[src/rtl/sfe_pkg.sv]
package sfe_pkg;

  typedef enum logic [1:0] {
    FORM_ABS  = 2'd0,
    FORM_REL  = 2'd1,
    FORM_SAME = 2'd2,
    FORM_POLL = 2'd3
  } form_e;

  localparam logic [2:0] OPC_ABS  = 3'b100;
  localparam logic [2:0] OPC_REL  = 3'b101;
  localparam logic [2:0] OPC_POLL = 3'b010;
  localparam logic [1:0] OPC_SAME = 2'b11;

  // one serial step of the x^4+x^2+x+1 register
  function automatic logic [3:0] crc4_step(input logic [3:0] c, input logic b);
    logic fb;
    fb = b ^ c[3];
    return {c[2:0], 1'b0} ^ (fb ? 4'b0111 : 4'b0000);
  endfunction

endpackage

[src/rtl/sfe_addr_record.sv]
module sfe_addr_record #(
  parameter int ID_W   = 2,
  parameter int ADDR_W = 21,
  localparam int WORD_W = ADDR_W - 2
) (
  input  logic              clk,
  input  logic              rst,
  input  logic              cap_i,
  input  logic [ID_W-1:0]   cap_id_i,
  input  logic [WORD_W-1:0] cap_word_i,
  input  logic              ok_i,
  input  logic              err_i,
  output logic              valid_o,
  output logic [ID_W-1:0]   id_o,
  output logic [WORD_W-1:0] word_o
);

  logic [ID_W-1:0]   pend_id;
  logic [WORD_W-1:0] pend_word;

  always_ff @(posedge clk) begin
    if (rst) begin
      pend_id   <= '0;
      pend_word <= '0;
      valid_o   <= 1'b0;
      id_o      <= '0;
      word_o    <= '0;
    end else begin
      if (cap_i) begin
        pend_id   <= cap_id_i;
        pend_word <= cap_word_i;
      end
      if (err_i) begin
        valid_o <= 1'b0;
      end else if (ok_i) begin
        valid_o <= 1'b1;
        id_o    <= pend_id;
        word_o  <= pend_word;
      end
    end
  end

  AST_ERR_INVALIDATES: assert property (@(posedge clk) disable iff (rst)
    err_i |=> !valid_o);

  AST_OK_VALIDATES: assert property (@(posedge clk) disable iff (rst)
    (ok_i && !err_i) |=> valid_o);

endmodule

[src/rtl/sfe_form_sel.sv]
module sfe_form_sel
  import sfe_pkg::*;
#(
  parameter int ID_W   = 2,
  parameter int ADDR_W = 21,
  parameter int REL_W  = 9,
  parameter int LEN_W  = 7,
  localparam int WORD_W = ADDR_W - 2
) (
  input  logic              poll_i,
  input  logic [ID_W-1:0]   id_i,
  input  logic [ADDR_W-1:0] addr_i,
  input  logic [1:0]        size_i,
  input  logic              rec_valid_i,
  input  logic [ID_W-1:0]   rec_id_i,
  input  logic [WORD_W-1:0] rec_word_i,
  output form_e             form_o,
  output logic [ADDR_W-1:0] fld_o,
  output logic [LEN_W-1:0]  fld_w_o,
  output logic              ds_o
);

  localparam logic signed [ADDR_W:0] REL_HI = (ADDR_W+1)'((1 << (REL_W-1)) - 1);
  localparam logic signed [ADDR_W:0] REL_LO = -REL_HI - 1;

  logic signed [ADDR_W:0] offset;
  logic                   id_match, same_hit, rel_hit;
  logic [ADDR_W-1:0]      raw;

  always_comb begin
    offset   = $signed({1'b0, addr_i}) - $signed({1'b0, rec_word_i, 2'b00});
    id_match = rec_valid_i && (rec_id_i == id_i);
    same_hit = id_match && (rec_word_i == addr_i[ADDR_W-1:2]);
    rel_hit  = id_match && (offset >= REL_LO) && (offset <= REL_HI);

    if (poll_i)        form_o = FORM_POLL;
    else if (same_hit) form_o = FORM_SAME;
    else if (rel_hit)  form_o = FORM_REL;
    else               form_o = FORM_ABS;

    raw = (form_o == FORM_REL) ? offset[ADDR_W-1:0] : addr_i;
    unique case (size_i)
      2'd0:    fld_o = raw;
      2'd1:    fld_o = {raw[ADDR_W-1:1], 1'b0};
      default: fld_o = {raw[ADDR_W-1:2], 2'b01};
    endcase
    ds_o = (size_i != 2'd0);

    unique case (form_o)
      FORM_ABS:  fld_w_o = LEN_W'(ADDR_W);
      FORM_REL:  fld_w_o = LEN_W'(REL_W);
      FORM_SAME: fld_w_o = LEN_W'(2);
      default:   fld_w_o = '0;
    endcase
  end

endmodule

[src/rtl/sfe_packer.sv]
module sfe_packer
  import sfe_pkg::*;
#(
  parameter int ID_W       = 2,
  parameter int ADDR_W     = 21,
  parameter int DATA_BYTES = 4,
  parameter int FRAME_W    = 64,
  parameter int LEN_W      = 7
) (
  input  form_e                     form_i,
  input  logic [ID_W-1:0]           id_i,
  input  logic                      rd_i,
  input  logic [ADDR_W-1:0]         fld_i,
  input  logic [LEN_W-1:0]          fld_w_i,
  input  logic                      ds_i,
  input  logic [LEN_W-1:0]          nbytes_i,
  input  logic [8*DATA_BYTES-1:0]   wdata_i,
  output logic [FRAME_W-1:0]        body_o,
  output logic [LEN_W-1:0]          len_o
);

  logic [FRAME_W-1:0] acc;
  logic [LEN_W-1:0]   n;

  always_comb begin
    acc = FRAME_W'(id_i);
    n   = LEN_W'(ID_W);
    if (form_i == FORM_POLL) begin
      acc = (acc << 3) | FRAME_W'(OPC_POLL);
      n   = n + LEN_W'(3);
    end else begin
      unique case (form_i)
        FORM_SAME: begin
          acc = (acc << 2) | FRAME_W'(OPC_SAME);
          n   = n + LEN_W'(2);
        end
        FORM_REL: begin
          acc = (acc << 3) | FRAME_W'(OPC_REL);
          n   = n + LEN_W'(3);
        end
        default: begin
          acc = (acc << 3) | FRAME_W'(OPC_ABS);
          n   = n + LEN_W'(3);
        end
      endcase
      acc = (acc << 1) | FRAME_W'(rd_i);
      n   = n + LEN_W'(1);
      acc = (acc << fld_w_i) | (FRAME_W'(fld_i) & ((FRAME_W'(1) << fld_w_i) - FRAME_W'(1)));
      n   = n + fld_w_i;
      acc = (acc << 1) | FRAME_W'(ds_i);
      n   = n + LEN_W'(1);
      for (int i = 0; i < DATA_BYTES; i++) begin
        if (!rd_i && (LEN_W'(i) < nbytes_i)) begin
          acc = (acc << 8) | FRAME_W'(wdata_i[8*i +: 8]);
          n   = n + LEN_W'(8);
        end
      end
    end
    body_o = acc << (LEN_W'(FRAME_W) - n);
    len_o  = n;
  end

endmodule

[src/rtl/sfe_crc4.sv]
module sfe_crc4
  import sfe_pkg::*;
(
  input  logic       clk,
  input  logic       rst,
  input  logic       clr_i,
  input  logic       en_i,
  input  logic       bit_i,
  output logic [3:0] crc_o
);

  always_ff @(posedge clk) begin
    if (rst || clr_i) crc_o <= 4'h0;
    else if (en_i)    crc_o <= crc4_step(crc_o, bit_i);
  end

  AST_CRC_CLEARED: assert property (@(posedge clk) disable iff (rst)
    clr_i |=> (crc_o == 4'h0));

endmodule

[src/rtl/serial_frame_encoder.sv]
module serial_frame_encoder
  import sfe_pkg::*;
#(
  parameter int ID_W       = 2,
  parameter int ADDR_W     = 21,
  parameter int REL_W      = 9,
  parameter int DATA_BYTES = 4,
  parameter int FRAME_W    = 64,
  localparam int LEN_W     = $clog2(FRAME_W + 1),
  localparam int WORD_W    = ADDR_W - 2
) (
  input  logic                    clk,
  input  logic                    rst,
  input  logic                    start_i,
  input  logic                    poll_i,
  input  logic                    read_i,
  input  logic [ID_W-1:0]         id_i,
  input  logic [ADDR_W-1:0]       addr_i,
  input  logic [1:0]              size_i,
  input  logic [8*DATA_BYTES-1:0] wdata_i,
  input  logic                    resp_ok_i,
  input  logic                    resp_err_i,
  output logic                    busy_o,
  output logic                    done_o,
  output logic [FRAME_W-1:0]      frame_o,
  output logic [LEN_W-1:0]        len_o
);

  typedef enum logic [1:0] {S_IDLE, S_RUN, S_FIN} state_e;

  state_e             state;
  logic               accept;
  logic               rec_valid;
  logic [ID_W-1:0]    rec_id;
  logic [WORD_W-1:0]  rec_word;
  form_e              form;
  logic [ADDR_W-1:0]  fld;
  logic [LEN_W-1:0]   fld_w, nbytes, body_len, blen_q, remain;
  logic               ds;
  logic [FRAME_W-1:0] body, body_q, shreg;
  logic [3:0]         crc;

  assign accept = start_i && (state == S_IDLE);
  assign busy_o = (state != S_IDLE);

  always_comb begin
    unique case (size_i)
      2'd0:    nbytes = LEN_W'(1);
      2'd1:    nbytes = LEN_W'(2);
      default: nbytes = LEN_W'(4);
    endcase
  end

  sfe_addr_record #(.ID_W(ID_W), .ADDR_W(ADDR_W)) u_rec (
    .clk        (clk),
    .rst        (rst),
    .cap_i      (accept && !poll_i),
    .cap_id_i   (id_i),
    .cap_word_i (addr_i[ADDR_W-1:2]),
    .ok_i       (resp_ok_i),
    .err_i      (resp_err_i),
    .valid_o    (rec_valid),
    .id_o       (rec_id),
    .word_o     (rec_word)
  );

  sfe_form_sel #(.ID_W(ID_W), .ADDR_W(ADDR_W), .REL_W(REL_W), .LEN_W(LEN_W)) u_sel (
    .poll_i      (poll_i),
    .id_i        (id_i),
    .addr_i      (addr_i),
    .size_i      (size_i),
    .rec_valid_i (rec_valid),
    .rec_id_i    (rec_id),
    .rec_word_i  (rec_word),
    .form_o      (form),
    .fld_o       (fld),
    .fld_w_o     (fld_w),
    .ds_o        (ds)
  );

  sfe_packer #(.ID_W(ID_W), .ADDR_W(ADDR_W), .DATA_BYTES(DATA_BYTES),
               .FRAME_W(FRAME_W), .LEN_W(LEN_W)) u_pack (
    .form_i   (form),
    .id_i     (id_i),
    .rd_i     (read_i),
    .fld_i    (fld),
    .fld_w_i  (fld_w),
    .ds_i     (ds),
    .nbytes_i (nbytes),
    .wdata_i  (wdata_i),
    .body_o   (body),
    .len_o    (body_len)
  );

  sfe_crc4 u_crc (
    .clk   (clk),
    .rst   (rst),
    .clr_i (accept),
    .en_i  (state == S_RUN),
    .bit_i (shreg[FRAME_W-1]),
    .crc_o (crc)
  );

  always_ff @(posedge clk) begin
    if (rst) begin
      state   <= S_IDLE;
      body_q  <= '0;
      blen_q  <= '0;
      shreg   <= '0;
      remain  <= '0;
      done_o  <= 1'b0;
      frame_o <= '0;
      len_o   <= '0;
    end else begin
      done_o <= 1'b0;
      unique case (state)
        S_IDLE: if (accept) begin
          body_q <= body;
          blen_q <= body_len;
          shreg  <= {1'b1, body[FRAME_W-1:1]};
          remain <= body_len + LEN_W'(1);
          state  <= S_RUN;
        end
        S_RUN: begin
          shreg  <= shreg << 1;
          remain <= remain - LEN_W'(1);
          if (remain == LEN_W'(1)) state <= S_FIN;
        end
        default: begin
          frame_o <= body_q | ({crc, {(FRAME_W-4){1'b0}}} >> blen_q);
          len_o   <= blen_q + LEN_W'(4);
          done_o  <= 1'b1;
          state   <= S_IDLE;
        end
      endcase
    end
  end

  AST_DONE_SINGLE: assert property (@(posedge clk) disable iff (rst)
    done_o |=> !done_o);

  AST_IDLE_AT_DONE: assert property (@(posedge clk) disable iff (rst)
    done_o |-> !busy_o);

  AST_TAIL_ZERO: assert property (@(posedge clk) disable iff (rst)
    done_o |-> ((frame_o << len_o) == '0));

  AST_LEN_BOUNDS: assert property (@(posedge clk) disable iff (rst)
    done_o |-> (len_o >= LEN_W'(9) && len_o <= LEN_W'(FRAME_W)));

  AST_BUSY_HOLDS_JOB: assert property (@(posedge clk) disable iff (rst)
    (busy_o && start_i) |=> $stable(blen_q) && $stable(body_q));

endmodule

[config.mk]
export PLATFORM = sky130hd
export DESIGN_NAME = serial_frame_encoder
export DESIGN_NICKNAME = d
export VERILOG_FILES = /design/src/rtl/sfe_pkg.sv /design/src/rtl/sfe_addr_record.sv /design/src/rtl/sfe_form_sel.sv /design/src/rtl/sfe_packer.sv /design/src/rtl/sfe_crc4.sv /design/src/rtl/serial_frame_encoder.sv
export SDC_FILE = /design/constraint.sdc
export NUM_CORES = 1
export LEC_CHECK = 0
export BUFFER_PORTS_ARGS = -buffer_cell sky130_fd_sc_hd__buf_2
export CAP_MARGIN = 15
export CORE_ASPECT_RATIO = 0.5
export CORE_MARGIN = 1.5
export CORE_UTILIZATION = 46
export CTS_CLUSTER_DIAMETER = 30
export CTS_CLUSTER_SIZE = 40
export DETAILED_ROUTE_END_ITERATION = 10
export GPL_TIMING_DRIVEN = 0
export SYNTH_ARGS = -nofsm -noshare
export SYNTH_HDL_FRONTEND = slang
export SYNTH_HIERARCHICAL = 1
export SYNTH_SLANG_ARGS = --single-unit
[constraint.sdc]
create_clock -name clk -period 9.2 [get_ports clk]
set_clock_uncertainty 0.1 [all_clocks]
set_input_delay 0.46 -clock clk [delete_from_list [all_inputs] [get_ports clk]]
set_output_delay 0.46 -clock clk [all_outputs]
set_load 0.02 [all_outputs]
==> results.ini <==
[final_layout]
nets=3442
postLayoutCoreUtil=0.534
post-route-cell-area_sq_um=26100
layout-drive-gt1-share=0.151
area_growth_pct=13.9

[drt]
wl_per_cell_um=30.8
firstDrtPassIters=6
antenna_left=0
wirelength_um=124000
drtIter0Drc=4421
vias=28800
vias_per_cell=7.16
drc=0

[clock_network]
clk_pin_slew_ns=0.07
numCtsBuffers=34
cts_sinks=263
cts_root_buf=clkbuf_16
htreeDepth=2
clkLatencyLatePin_ns=0.57
cts_tree=done
ctsHoldBuffers=0
cts_buffer_depth=3

[status]
status=finished with violations
violations=negative setup slack

[timing]
fin_ws_ns=-0.0543
slew-limit-headroom=0.0429
slew_viol_final=0
finalSetupViolations=2
post-route-period-util=1.01
period_minus_slack_ns=9.25
tightestPinTransition_ns=1.43
finalSetupTns_ns=-0.101
finalHoldViolations=0
fmax_mhz=108

[yosys]
synthMostInstantiatedCell=nand2_1
yosysTopAreaCellShare=0.230
synth_warnings=6
synth-seq-cells=263
yosysUniqueCellTypes=123
synthFlopType=dfxtp_1
netlist_area_sq_um=22900
yosysTopAreaCell=dfxtp_1
ys_top_cells_by_area=dfxtp_1 (23%), nand2_1 (7.2%), mux2i_1 (5.1%)
syn_area_per_cell_sq_um=7.30
ys_top_cells_by_count=nand2_1 (442), dfxtp_1 (263), nor2_1 (262), a21oi_1 (221), clkbuf_1 (136)
synthArstFlopShare=0
synth_edf_count=0
syn-instance-count=3142
yosysSeqAreaShare=0.230

[power_and_ir_drop]
comb_power_share=0.421
power_density_nw_per_um2=177
p_sw_mw=2.01
seqPwrFrac=0.272
p_clk_frac=0.307
finalPower_mw=4.61
leakagePower_nw=9.27
vdd_ir_drop_max_uv=129
sw_frac_of_total=0.435
p_int_mw=2.60

[critical_path]
cpPeakStageDelay_ns=0.83
critical_path_arrival_ns=9.58
cpMaxStageDelayCell=a2111oi_1
crit_buf_inv=4
cp_num_cells=29
crit_fanout=10
worst-endpoint-required_ns=9.52
cp-end-kind=flop
r2r_cells=29
path_delay_family=compound AO/OA/AOI/OAI gates
crit_type=reg2reg
crit_path_start_kind=flop

[place]
dp_hpwl_um=96900
gp_congestion=1.06
place_area_sq_um=24500
dp_slack_ns=-1.20
io_buffers=136

[floorplanning]
rows=57
die_area_sq_um=51300
die_h_um=161
die_x_um=319
initial_utilization=0.469
ios=137
coreArea_sq_um=48900

[grt]
grt_overflow=0
grt_first_pass_wirelength_um=179000
antenna_found_initial=3
grt_start_max_net_pins=19
grt_pass1_vias=26700
grtUsageTotal=0.462

[run]
cap_violations=0

[hold_path]
hold_path_class=in2reg
whs_path_depth=3

[routing by layer]
layer  global-route usage  up-vias  routed length, um
met2                0.710     2307              52000
li1                     -    12200                  -
met4                0.287        2               9350
met3                0.109      556              14400
met5                    0        -                  8
met1                0.586    13700              48000
[cell type report]
cell class	instances	area [sq um]
antenna	1	2.50
buffer	272	1330
clock buffer	40	945
clock inverter	20	244
fill	4725	22800
inverter	69	260
multi-input combinational	2552	16400
sequential	263	5270
tap	649	812
timing repair buffer	150	796
[placed cells by master (no fill, tap or decap), types with 26 or more instances in the layout]
cell type  count
and3_1        26
o211ai_1      35
nand3_1       82
mux2i_1      116
clkbuf_1     122
nor3_1        87
clkbuf_16     35
a21oi_1      220
o22ai_1       75
buf_4         29
ha_1          32
a211oi_1      63
nand4_1       27
xnor2_1       32
nand2b_1      59
a31oi_1      100
inv_1         65
o21ai_0      131
dfxtp_1      263
nor2_1       257
a21o_1        28
or3_1         29
nand2_1      440
buf_2        224
[power by group through the flow]
stage	clock, mW	combinational [mW]	sequential (mW)
2_1_floorplan	0	1.10	1.26
3_3_place_gp	0	1.76	1.27
3_5_place_dp	0	1.75	1.27
4_1_cts	1.41	1.78	1.25
5_1_grt	1.46	1.98	1.26
6_report	1.41	1.94	1.25
[kinds of logic (layout without fill, tap and decap cells)]
| family | count (synthesis) | count (layout) | synth area share |
|---|---|---|---|
| xor gates and xnor gates | 51 | 51 | 0.0205 |
| muxes | 143 | 143 | 0.0668 |
| DFF | 263 | 263 | 0.230 |
| adders and majority gates | 36 | 36 | 0.0200 |
| and+or+nand+nor | 1212 | 1212 | 0.260 |
| buffers and inverters | 344 | 551 | 0.0683 |
| AOI/OAI and AO/OA | 1091 | 1091 | 0.334 |
| other | 2 | 20 | 0.000328 |
[worst paths after layout]
path / start / to / slack, ns
setup / recovery: u_rec/word_o[0]$_SDFFE_PP0P_ / shreg[33]$_SDFFE_PP0P_ / -0.05
hold / removal: addr_i[2] / u_rec/pend_word[0]$_SDFFE_PP0P_ / 0.06
setup reg to reg: u_rec/word_o[0]$_SDFFE_PP0P_ / shreg[33]$_SDFFE_PP0P_ / -0.05
hold reg to reg: body_q[14]$_SDFFE_PP0P_ / body_q[14]$_SDFFE_PP0P_ / 0.36
[per-stage QoR]
step	instances	hold WS [ns]
floorplan	3159	0.331
global placement	3944	0.344
detailed placement	3946	0.348
CTS	4005	0.0632
global route	4015	0.0897
finish	4016	0.0642
[worst register-to-register path, delay by kind of cell (launching register included)]
kind	cells	cell delay (ns)
adder cells (fa/ha/maj)	3	0.86
AO/OA/AOI/OAI	14	4.38
flip-flops	1	0.31
multiplexers	1	0.26
buffers and inverters	4	0.96
AND/OR/NAND/NOR	7	2.21
[flip-flops by register name, summed over array words and instances, names as in the netlist, 4 cells and up]
register and count:
u_rec/word_o 19, shreg 64, body_q 64, u_rec/pend_word 19
remain 7, len_o 7, u_crc/crc_o 4, blen_q 7
frame_o 64
[repair_timing]
item / CTS / global route
pin swaps: 1 / 5
gates resized for setup: 31 / 50
buffers inserted: 2 / 9
endpoints found under the setup margin: 118 / 127
(Power assumes the default switching activity.)
